===== config.mk =====
export PLATFORM = sky130hd
export DESIGN_NAME = raster_timing
export DESIGN_NICKNAME = d
export VERILOG_FILES = /design/src/rtl/rt_pkg.sv /design/src/rtl/rt_std_table.sv /design/src/rtl/rt_counters.sv /design/src/rtl/rt_region_decode.sv /design/src/rtl/raster_timing.sv
export SDC_FILE = /design/constraint.sdc
export NUM_CORES = 1
export LEC_CHECK = 0
export ABC_AREA = 1
export BUFFER_PORTS_ARGS = -buffer_cell sky130_fd_sc_hd__buf_2
export CAP_MARGIN = 10
export CORE_UTILIZATION = 49
export DETAILED_ROUTE_END_ITERATION = 8
export PLACE_DENSITY = 0.78
export SYNTH_ARGS = -nofsm -noshare
export SYNTH_HDL_FRONTEND = slang
export SYNTH_HIERARCHICAL = 1
export SYNTH_SLANG_ARGS = --single-unit

===== constraint.sdc =====
create_clock -name clk -period 4.7 [get_ports clk]
set_input_delay 0.94 -clock clk [delete_from_list [all_inputs] [get_ports clk]]
set_output_delay 0.94 -clock clk [all_outputs]
set_load 0.02 [all_outputs]

===== src/rtl/rt_pkg.sv =====
package rt_pkg;

  typedef enum logic [1:0] {
    STD_SHORT64 = 2'b00,
    STD_SHORT65 = 2'b01,
    STD_LONG63  = 2'b10,
    STD_LONG63B = 2'b11
  } std_e;

  typedef struct packed {
    logic top;
    logic disp;
    logic bot;
    logic vblank;
    logic badline;
  } region_t;

  function automatic logic is_short(input std_e s);
    return (s == STD_SHORT64) || (s == STD_SHORT65);
  endfunction

endpackage


===== src/rtl/rt_std_table.sv =====
module rt_std_table
  import rt_pkg::*;
#(
  parameter int LINE_W   = 9,
  parameter int CYC_W    = 7,
  parameter int S64_LINES = 262,
  parameter int S64_CYCS  = 64,
  parameter int S65_LINES = 263,
  parameter int S65_CYCS  = 65,
  parameter int L63_LINES = 312,
  parameter int L63_CYCS  = 63
) (
  input  std_e              std,
  output logic [LINE_W-1:0] last_line,
  output logic [CYC_W-1:0]  last_cyc
);
  localparam logic [LINE_W-1:0] S64_LL = LINE_W'(S64_LINES - 1);
  localparam logic [LINE_W-1:0] S65_LL = LINE_W'(S65_LINES - 1);
  localparam logic [LINE_W-1:0] L63_LL = LINE_W'(L63_LINES - 1);
  localparam logic [CYC_W-1:0]  S64_LC = CYC_W'(S64_CYCS - 1);
  localparam logic [CYC_W-1:0]  S65_LC = CYC_W'(S65_CYCS - 1);
  localparam logic [CYC_W-1:0]  L63_LC = CYC_W'(L63_CYCS - 1);

  always_comb begin
    unique case (std)
      STD_SHORT64: begin last_line = S64_LL; last_cyc = S64_LC; end
      STD_SHORT65: begin last_line = S65_LL; last_cyc = S65_LC; end
      default:     begin last_line = L63_LL; last_cyc = L63_LC; end
    endcase
  end
endmodule


===== src/rtl/rt_counters.sv =====
module rt_counters #(
  parameter int LINE_W = 9,
  parameter int CYC_W  = 7
) (
  input  logic              clk,
  input  logic              rst_n,
  input  logic              test_en,
  input  logic [LINE_W-1:0] last_line,
  input  logic [CYC_W-1:0]  last_cyc,
  output logic [LINE_W-1:0] line_q,
  output logic [CYC_W-1:0]  cyc_q,
  output logic [LINE_W-1:0] line_nxt,
  output logic              frame_wrap
);
  logic             cyc_wrap;
  logic             line_step;
  logic [CYC_W-1:0] cyc_nxt;

  // ">=" lets a counter left beyond a shorter new geometry still wrap
  assign cyc_wrap   = (cyc_q >= last_cyc);
  assign line_step  = test_en || cyc_wrap;
  assign frame_wrap = rst_n && line_step && (line_q >= last_line);

  always_comb begin
    if (!rst_n) begin
      cyc_nxt  = '0;
      line_nxt = '0;
    end else begin
      cyc_nxt  = cyc_wrap ? '0 : cyc_q + 1'b1;
      if (!line_step)      line_nxt = line_q;
      else if (frame_wrap) line_nxt = '0;
      else                 line_nxt = line_q + 1'b1;
    end
  end

  always_ff @(posedge clk) begin
    cyc_q  <= cyc_nxt;
    line_q <= line_nxt;
  end
endmodule


===== src/rtl/rt_region_decode.sv =====
module rt_region_decode
  import rt_pkg::*;
#(
  parameter int LINE_W        = 9,
  parameter int LONG_TOP      = 16,
  parameter int SHORT_TOP     = 41,
  parameter int DISP_FIRST    = 51,
  parameter int DISP_LAST     = 250,
  parameter int LONG_VB_FIRST = 300,
  parameter int SHORT_VB_FIRST = 13,
  parameter int BAD_FIRST     = 48,
  parameter int BAD_LAST      = 247
) (
  input  logic [LINE_W-1:0] line,
  input  logic              short_frame,
  output region_t           r
);
  localparam logic [LINE_W-1:0] L_TOP  = LINE_W'(LONG_TOP);
  localparam logic [LINE_W-1:0] S_TOP  = LINE_W'(SHORT_TOP);
  localparam logic [LINE_W-1:0] D_LO   = LINE_W'(DISP_FIRST);
  localparam logic [LINE_W-1:0] D_HI   = LINE_W'(DISP_LAST);
  localparam logic [LINE_W-1:0] L_VB   = LINE_W'(LONG_VB_FIRST);
  localparam logic [LINE_W-1:0] S_VB   = LINE_W'(SHORT_VB_FIRST);
  localparam logic [LINE_W-1:0] B_LO   = LINE_W'(BAD_FIRST);
  localparam logic [LINE_W-1:0] B_HI   = LINE_W'(BAD_LAST);

  logic in_disp, below_disp;

  assign in_disp    = (line >= D_LO) && (line <= D_HI);
  assign below_disp = (line > D_HI);

  always_comb begin
    r         = '0;
    r.disp    = in_disp;
    r.badline = (line >= B_LO) && (line <= B_HI);
    if (short_frame) begin
      r.top    = (line >= S_TOP) && (line < D_LO);
      r.vblank = (line >= S_VB) && (line < S_TOP);
      r.bot    = below_disp || (line < S_VB);
    end else begin
      r.top    = (line >= L_TOP) && (line < D_LO);
      r.bot    = below_disp && (line < L_VB);
      r.vblank = (line >= L_VB) || (line < L_TOP);
    end
  end
endmodule


===== src/rtl/raster_timing.sv =====
module raster_timing
  import rt_pkg::*;
#(
  parameter int LINE_W = 9,
  parameter int CYC_W  = 7
) (
  input  logic              clk,
  input  logic              rst_n,
  input  logic [1:0]        std_sel,
  input  logic              test_en,
  output logic [LINE_W-1:0] line_cnt,
  output logic [CYC_W-1:0]  cycle_cnt,
  output logic              top_border,
  output logic              display,
  output logic              bottom_border,
  output logic              vblank,
  output logic              badline_win
);
  std_e              act_std, nxt_std;
  logic [LINE_W-1:0] last_line, line_nxt;
  logic [CYC_W-1:0]  last_cyc;
  logic              frame_wrap;
  region_t           reg_nxt, reg_q;

  rt_std_table #(.LINE_W(LINE_W), .CYC_W(CYC_W)) u_tab (
    .std(act_std), .last_line(last_line), .last_cyc(last_cyc)
  );

  rt_counters #(.LINE_W(LINE_W), .CYC_W(CYC_W)) u_cnt (
    .clk(clk), .rst_n(rst_n), .test_en(test_en),
    .last_line(last_line), .last_cyc(last_cyc),
    .line_q(line_cnt), .cyc_q(cycle_cnt),
    .line_nxt(line_nxt), .frame_wrap(frame_wrap)
  );

  // standard is sampled only at reset or at the frame wrap
  assign nxt_std = (!rst_n || frame_wrap) ? std_e'(std_sel) : act_std;

  rt_region_decode #(.LINE_W(LINE_W)) u_dec (
    .line(line_nxt), .short_frame(is_short(nxt_std)), .r(reg_nxt)
  );

  always_ff @(posedge clk) begin
    act_std <= nxt_std;
    reg_q   <= reg_nxt;
  end

  assign top_border    = reg_q.top;
  assign display       = reg_q.disp;
  assign bottom_border = reg_q.bot;
  assign vblank        = reg_q.vblank;
  assign badline_win   = reg_q.badline;
endmodule


== Word level (Yosys, flattened, before mapping) ==
Cells that the tools add are included.
W data, S select, Z words.

* Register bits: 23
* Input port bits: 5
* Output and inout bits: 21
* Word-level logic and storage cells: 54

* Add/subtract/negate cells: 2
* $lt $le $gt $ge: 16
* Equality and inequality tests: 2
* Mux-type cells: 8
* Bitwise operators: 1
* Reduce and logical (&&, ||, !) cells: 17

{| class="wikitable"
|+ Operators by type and width
! operator !! count
|-
| $ge A9 B6 Y1 const B || 3
|-
| $mux W9 || 3
|-
| $le A9 B8 Y1 const B || 2
|-
| $lt A9 B6 Y1 const B || 2
|-
| $pmux W7 S2 || 1
|-
| $pmux W6 S2 || 1
|-
| $add A9 B1 Y9 const B || 1
|-
| $ge A9 B4 Y1 const B || 1
|-
| $ge A9 B5 Y1 const B || 1
|-
| $ge A9 B9 Y1 || 1
|-
| $ge A9 B9 Y1 const B || 1
|-
| $gt A9 B8 Y1 const B || 1
|-
| $lt A9 B4 Y1 const B || 1
|-
| $lt A9 B5 Y1 const B || 1
|-
| $lt A9 B9 Y1 const B || 1
|-
| $logic_and A1 B1 Y1 || 8
|-
| $add A7 B1 Y7 const B || 1
|-
| $ge A7 B7 Y1 || 1
|-
| $logic_or A1 B1 Y1 || 5
|-
| $eq A2 B1 Y1 const B || 2
|-
| $logic_not A2 Y1 || 2
|-
| $mux W2 || 2
|-
| $reduce_or A2 Y1 || 1
|-
| $logic_not A1 Y1 || 1
|-
| other kinds (2) || 2
|}

== Depth between registers and ports, before layout ==
Gate-level depths: netlist of run 1.

* Depth after elaboration: 12
* Depth in mapped cells: 23
* Mapped depth without buffers: 22

== Modules after synthesis ==
The synthesis of run 1 kept the hierarchy.

{| class="wikitable"
|+ Modules (own cells, without submodules)
! module !! instances !! cells each !! area each (um^2) !! seq. area each (um^2)
|-
| rt_counters || 1 || 181 || 1226.2 || 320.3
|-
| rt_region_decode || 1 || 54 || 244.0 || 0.0
|-
| raster_timing || 1 || 14 || 190.2 || 160.2
|-
| rt_std_table || 1 || 20 || 116.4 || 0.0
|}

== Least setup slack after synthesis of run 1 ==
OpenSTA, ideal clock, no wires.

* Kind: flip-flop to flip-flop
* Start: register (tool-made name)
* End: register reg_q[3] (netlist: display)
* Library setup time: 111 ps
* Arrival: 2477 ps
* Data required time: 4589 ps
* Path slack: 2112 ps
* Cell stages (with the launch flop): 20
* Buffers on the path: 3
* Period minus slack after synthesis: 2588 ps
* Cell sequence: edfxtp_1 inv_1 nand2_1 buf_4 inv_1 ha_1 nand2_1 nand2_1 a21oi_4 nand3_4 buf_8 nand2_1 nand2_1 nor2_1 nand3_1 o21ai_2 nand2_1 nand2_1 inv_1 buf_4

{| class="wikitable"
|+ RTL lines
! item !! line !! text
|-
| to (signal assigned) || raster_timing.sv:45 || <nowiki>reg_q <= reg_nxt;</nowiki>
|-
| to (decl) || raster_timing.sv:23 || <nowiki>region_t reg_nxt, reg_q;</nowiki>
|}

==> results.cfg, run 1 <==
[final_layout]
multi_input_area_um2 = 992
final_cell_area_um2 = 1890
antennaDiodeCount = 0
seq_area_um2 = 480
area_growth_pct = 6.34
drive_gt1_share_pct = 16.4
final_cells = 333
fill_cells = 334
nets = 311

[floorplanning]
fp-row-count = 21
io_pins = 26
coreArea_um2 = 3420
fp.dieH_um = 62.2
die_x_um = 62.2
start_util_pct = 52.0
die_area_um2 = 3870

[pwr]
p_int_uw = 257
leakagePower_nw = 1.11
p_clk_share_pct = 25.8
sw_frac_of_total_pct = 29.1
p_sw_uw = 106
power_uw = 363
pwr-share-comb_pct = 16.3
p_seq_share_pct = 57.9
p_per_area_nw_per_um2 = 192
ir_drop_uv = 138

[logic_synthesis]
syn_area_um2 = 1780
synth_top_area_share_pct = 23.7
synth-seq-cells = 23
syn_avg_cell_area_um2 = 6.60
ys_warn_count = 6
synth_flop_cell = dfxtp_1
yosysMostFrequentCell = nand2_1
synthCells = 269
synth_area_leaders = dfxtp_1 (24%), nand2_1 (15%), ha_1 (13%), inv_1 (11%), nor2_1 (6.8%)
synth_common_cells = nand2_1 (71), inv_1 (53), nor2_1 (32), dfxtp_1 (21), nand3_1 (19)
synthArstFlopShare_pct = 0
synth-edff-count = 2
synth_seq_area_share_pct = 27.0
synth.largest_area_cell = dfxtp_1
yosysUniqueCellTypes = 28

[sta]
hold_violations = 0
hold_ws_ns = 0.502
drv_slew = 0
finClkSkew_ns = 0.00832
setup_viol = 0
rsz0062_at_grt = no
fin_crit_sh_pct = 61.8
max_freq_mhz = 344
setup-tns-final_ns = 0
min_period_ns = 2.90
worst_slew_pin_slew_ns = 0.554
slew_headroom_pct = 62.7

[clock_network]
htreeDepth = 1
cts_sinks = 23
tritoncts = built
postCtsResizedCells = 0
clockBufferDepth = 2
cts_root_buf = clkbuf_4
numCtsBuffers = 3
clkTransAtPathRegs_ns = 0.13
holdBufCountCts = 0
clock_latency_ns = 0.32
post_cts_buffers = 0

[global_routing]
antenna_found_initial = 0
first_global_vias = 1436
grt_usage_pct = 18.6
grt.overflow.total = 0
grt_max_degree = 19
grt_pass1_wl_um = 5940

[placed_design]
gp_congestion = 0.789
placed_cell_area_um2 = 1860
hpwl_um = 2540
numPortBuffers = 25
place_inst = 329

[routing]
final_antenna_net_count = 0
avgRoutedWirePerCell_um = 9.52
num_vias = 1551
drt_wl_total_um = 3170
firstDrtPassIters = 4
drt_iter0_markers = 45
viasPerCell = 4.66
drc = 0

[critical_path]
slowest_delay_ns = 0.46
crit_buf_inv = 3
crit_path_top_delay_cell = edfxtp_1
cp-end-kind = flop
worstPathRequired_ns = 4.93
path_max_fanout = 18
path_delay_family = simple AND/OR/NAND/NOR gates
crit_chain = inv_1 -> nand2_1 -> inv_1 -> ha_1 -> nand2_1 -> nand2_1 -> a21oi_4 -> nand3_4 -> nand3_1 -> nand2_2 -> nor2_1 -> nand3_1 -> o21ai_2 -> nand2_1 -> nand2_1 -> inv_1
cp-start-kind = flop
cp.arrival_ns = 3.13
crit_type = flop to flop
crit_top_cell = nand2_1

[outcome]
status = finished, final reports clean

[flow_run]
max_cap_violations = 0

[worst_hold_path]
hold_path_class = flop to flop
==> logic make-up after synthesis <==
kind of cell / share of synthesized area, %
adder cells (fa/ha/maj): 12.7
buffers and inverters: 17.7
AO/OA/AOI/OAI: 4.72
other: 0.423
flip-flops: 27.0
AND/OR/NAND/NOR: 36.9
XOR/XNOR: 0.493
==> state kept, by name, indices dropped and copies added, names as in the netlist, named ones only <==
register and flops:
u_cnt/line_q 9, u_cnt/cyc_q 7, badline_win 1, bottom_border 1, display 1, top_border 1
vblank 1
==> worst paths after layout <==
check        depth (start not counted)             end  slack, ns           start
max reg2reg                         16         display       1.80            flop
max                                 16         display       1.80            flop
min reg2reg                          1  u_cnt/cyc_q[0]       0.50  u_cnt/cyc_q[0]
min                                  1  u_cnt/cyc_q[0]       0.50  u_cnt/cyc_q[0]
==> metrics by stage <==
stage          util [%]  setup slack (ns)
2_1_floorplan         -              2.11
3_3_place_gp       54.5              1.94
3_5_place_dp       54.5              1.83
4_1_cts            55.3              1.81
5_1_grt            55.3              1.50
6_report           55.3              1.80
==> per-layer routing <==
layer / global-route usage (%) / vias up / part of all wire, %
met4: 6.10 / 0 / 1.2
met5: 0 / - / 0
met3: 3.31 / 4 / 3.1
li1: - / 846 / -
met2: 30.1 / 23 / 44
met1: 24.9 / 678 / 52
==> cells in the final DEF, fill, tap and decap left out <==
cell type,instances
or2_2,2
clkinv_2,1
nand4_1,3
nor3b_1,2
and3_1,1
nand2_1,71
dfxtp_1,21
nor2_1,32
nand3_1,19
a21oi_1,8
o21ai_2,1
nand3_4,1
conb_1,5
inv_2,2
ha_1,18
nand3b_1,2
o21ai_0,2
edfxtp_1,2
nor4_2,1
xor2_1,1
nor2_4,1
nand2_2,4
buf_2,25
nand3_2,4
a21oi_4,1
clkbuf_4,3
inv_1,53
a21oi_2,1
==> cell type report <==
cell class	count	share of cell area (%)
inverter	55	10.9
sequential	23	25.4
timing repair buffer	25	6.62
multi-input combinational	180	52.5
clock buffer	3	1.19
tap	46	3.05
clock inverter	1	0.265
==> power by group through the flow <==
| stage | Combinational [mW] | Clock, mW | Sequential (mW) |
|---|---|---|---|
| finish | 0.0593 | 0.0936 | 0.210 |
| global route | 0.0697 | 0.104 | 0.211 |
| CTS | 0.0594 | 0.0975 | 0.210 |
| detailed placement | 0.0591 | 0 | 0.215 |
| global placement | 0.0578 | 0 | 0.215 |
| floorplan | 0.0440 | 0 | 0.221 |
Note: power is estimated with default switching activity, not from simulation.
==> inputs of run 2 (changes only) <==
- ABC_AREA: 1 -> 0
- PLACE_DENSITY: 0.78 -> 0.79
- clock period: 4.7 -> 2.9 ns (I/O delays scaled with it)
==> run 2 against run 1 <==
The flow now finishes with violations (setup timing); global-route usage up 2.5 points; highest routed layer unchanged; clock-buffer cell count unchanged; largest power group unchanged; synthesized area down 9.4%; register-to-register slack worse by 1.9 ns; non-clock buffer count up 19.
==> results.cfg, run 2 <==
[outcome]
status = complete, but fails checks
violations = setup timing

[routing]
drc = 0
firstDrtPassIters = 4
avgRoutedWirePerCell_um = 14.2
drt_wl_total_um = 3890
viasPerCell = 5.40
drt_iter0_markers = 49
final_antenna_net_count = 0
num_vias = 1474

[logic_synthesis]
synth_flop_cell = dfxtp_1
synth-edff-count = 2
synth.largest_area_cell = dfxtp_1
ys_warn_count = 6
synth_area_leaders = dfxtp_1 (26%), ha_1 (14%), buf_4 (5.6%), nor2_1 (4.9%), inv_1 (4.2%)
synth_common_cells = dfxtp_1 (21), nor2_1 (21), ha_1 (18), inv_1 (18), o21ai_0 (13)
synth-seq-cells = 23
synthArstFlopShare_pct = 0
syn_area_um2 = 1610
synth_top_area_share_pct = 26.1
synthCells = 191
synth_seq_area_share_pct = 29.9
syn_avg_cell_area_um2 = 8.42
yosysUniqueCellTypes = 46

[final_layout]
seq_area_um2 = 480
top_regs = u_cnt/line_q x9, u_cnt/cyc_q x7
multi_input_area_um2 = 1140
finish.utilization_pct = 66.5
top_register = u_cnt/line_q
layout_common_cells = buf_2 (25), dfxtp_1 (21), inv_1 (18), nor2_1 (18), buf_4 (17)
fill_cells = 252
area_growth_pct = 27.2
drive_gt1_share_pct = 35.4
antennaDiodeCount = 0
final_common_cell = buf_2
largest_register_ffs = 9
nets = 253

[placed_design]
numPortBuffers = 25
hpwl_um = 2550
place_ws_ns = -0.0788
gp_congestion = 0.871

[pwr]
p_sw_uw = 191
p_seq_share_pct = 53.4
leakagePower_nw = 1.03
pwr-share-comb_pct = 22.8
sw_frac_of_total_pct = 29.9
p_clk_share_pct = 23.8
ir_drop_uv = 343
p_per_area_nw_per_um2 = 311
p_int_uw = 447

[floorplanning]
die_area_um2 = 3520
die_x_um = 59.3
io_pins = 26
fp.dieH_um = 59.3
start_util_pct = 52.3
fp-row-count = 20
coreArea_um2 = 3080

[clock_network]
htreeDepth = 1
cts_sinks = 23
clockBufferDepth = 2
numCtsBuffers = 3
clock_latency_ns = 0.32
cts_root_buf = clkbuf_4
clkTransAtPathRegs_ns = 0.14
holdBufCountCts = 0
tritoncts = built

[sta]
finClkSkew_ns = 0.0102
setup-tns-final_ns = -0.152
drv_slew = 0
max_freq_mhz = 333
min_period_ns = 3.00
fin_ws_ns = -0.103
rsz0062_at_grt = yes
fin_crit_sh_pct = 104
setup_viol = 2
hold_violations = 0

[critical_path]
cp-start-kind = flop
r2r_setup_slack_ns = -0.10
crit_type = flop to flop
cp.arrival_ns = 3.25
cp-end-kind = flop
path_max_fanout = 8
worstPathRequired_ns = 3.15

[global_routing]
first_global_vias = 1251
grt_pass1_wl_um = 5470
grt_usage_pct = 21.1
grt.overflow.total = 0
antenna_found_initial = 0
grt_max_degree = 14

[worst_hold_path]
hold_path_class = input port to flop

[flow_run]
max_cap_violations = 0
run 2: cell types whose count changed in the layout (fill, tap and decap cells not counted), moves of 13 or more:
cell | previous run | this run
buf_4 | 0 | 17
nand2_1 | 71 | 7
inv_1 | 53 | 18
nand3_1 | 19 | 6
nor2_1 | 32 | 18
run 2: metal layers:
metal  track usage, %  wire length, µm  vias up
met2             33.4             1960       31
li1                 -                -      725
met3             3.28              139        6
met1             28.5             1740      712
met5                0                0        -
met4             8.50               51        0
run 2: through the flow:
stage,cells,total power [mW],hold slack [ns],area [µm²]
after CTS,269,0.620,0.418,1880
after global placement,263,0.461,0.452,1800
after detailed placement,263,0.464,0.461,1800
after global routing,273,0.673,0.406,2050
after floorplan,194,0.437,0.526,1620
final,273,0.638,0.426,2050
run 2: timing repair:
action / in CTS / in global routing
endpoints found under the setup margin: 3 / 5
pin swaps: 6 / 17
gates resized for setup: 8 / 30
hold endpoints to repair: 0 / 0
setup buffers: 2 / 4
run 2: area by class of cell:
class | count | share of cell area (%)
Sequential cell | 23 | 23.5
Clock inverter | 1 | 0.244
Tap cell | 44 | 2.69
Clock buffer | 3 | 1.10
Multi-Input combinational cell | 140 | 55.7
Timing Repair Buffer | 44 | 13.4
Inverter | 18 | 3.30
run 2: critical path: stages (launching register included):
cell and delay, ns:
edfxtp_1 0.46, buf_4 0.17, nand2b_4 0.09, inv_1 0.08
ha_4 0.25, a211oi_2 0.28, o21ai_2 0.12, a21oi_4 0.23
nor2_4 0.11, a22o_4 0.28, or4_4 0.53, a21oi_2 0.16
a211oi_2 0.05, o22ai_1 0.13
run 2: logic make-up after synthesis:
| family | share of synthesized area (%) |
|---|---|
| compound gates | 18.1 |
| other cells | 0.467 |
| mux | 1.32 |
| fa+ha+maj | 14.0 |
| xor+xnor | 2.72 |
| buf+inv | 10.0 |
| simple gates | 23.5 |
| flops | 29.9 |
run 2: path summary, 6_finish.rpt:
kind | startpoint | endpoint | cells after the start
setup reg to reg | flop | bottom_border | 13
hold reg to reg | u_cnt/cyc_q[0] | u_cnt/cyc_q[0] | 1
setup / recovery | flop | bottom_border | 13
hold / removal | std_sel[0] | flop | 1
run 2: power by group through the flow:
| stage | Combinational [mW] | Clock (mW) | Sequential [mW] |
|---|---|---|---|
| 2_1_floorplan | 0.0768 | 0 | 0.361 |
| 3_3_place_gp | 0.114 | 0 | 0.347 |
| 3_5_place_dp | 0.116 | 0 | 0.347 |
| 4_1_cts | 0.122 | 0.157 | 0.341 |
| 5_1_grt | 0.159 | 0.172 | 0.342 |
| 6_report | 0.145 | 0.152 | 0.341 |
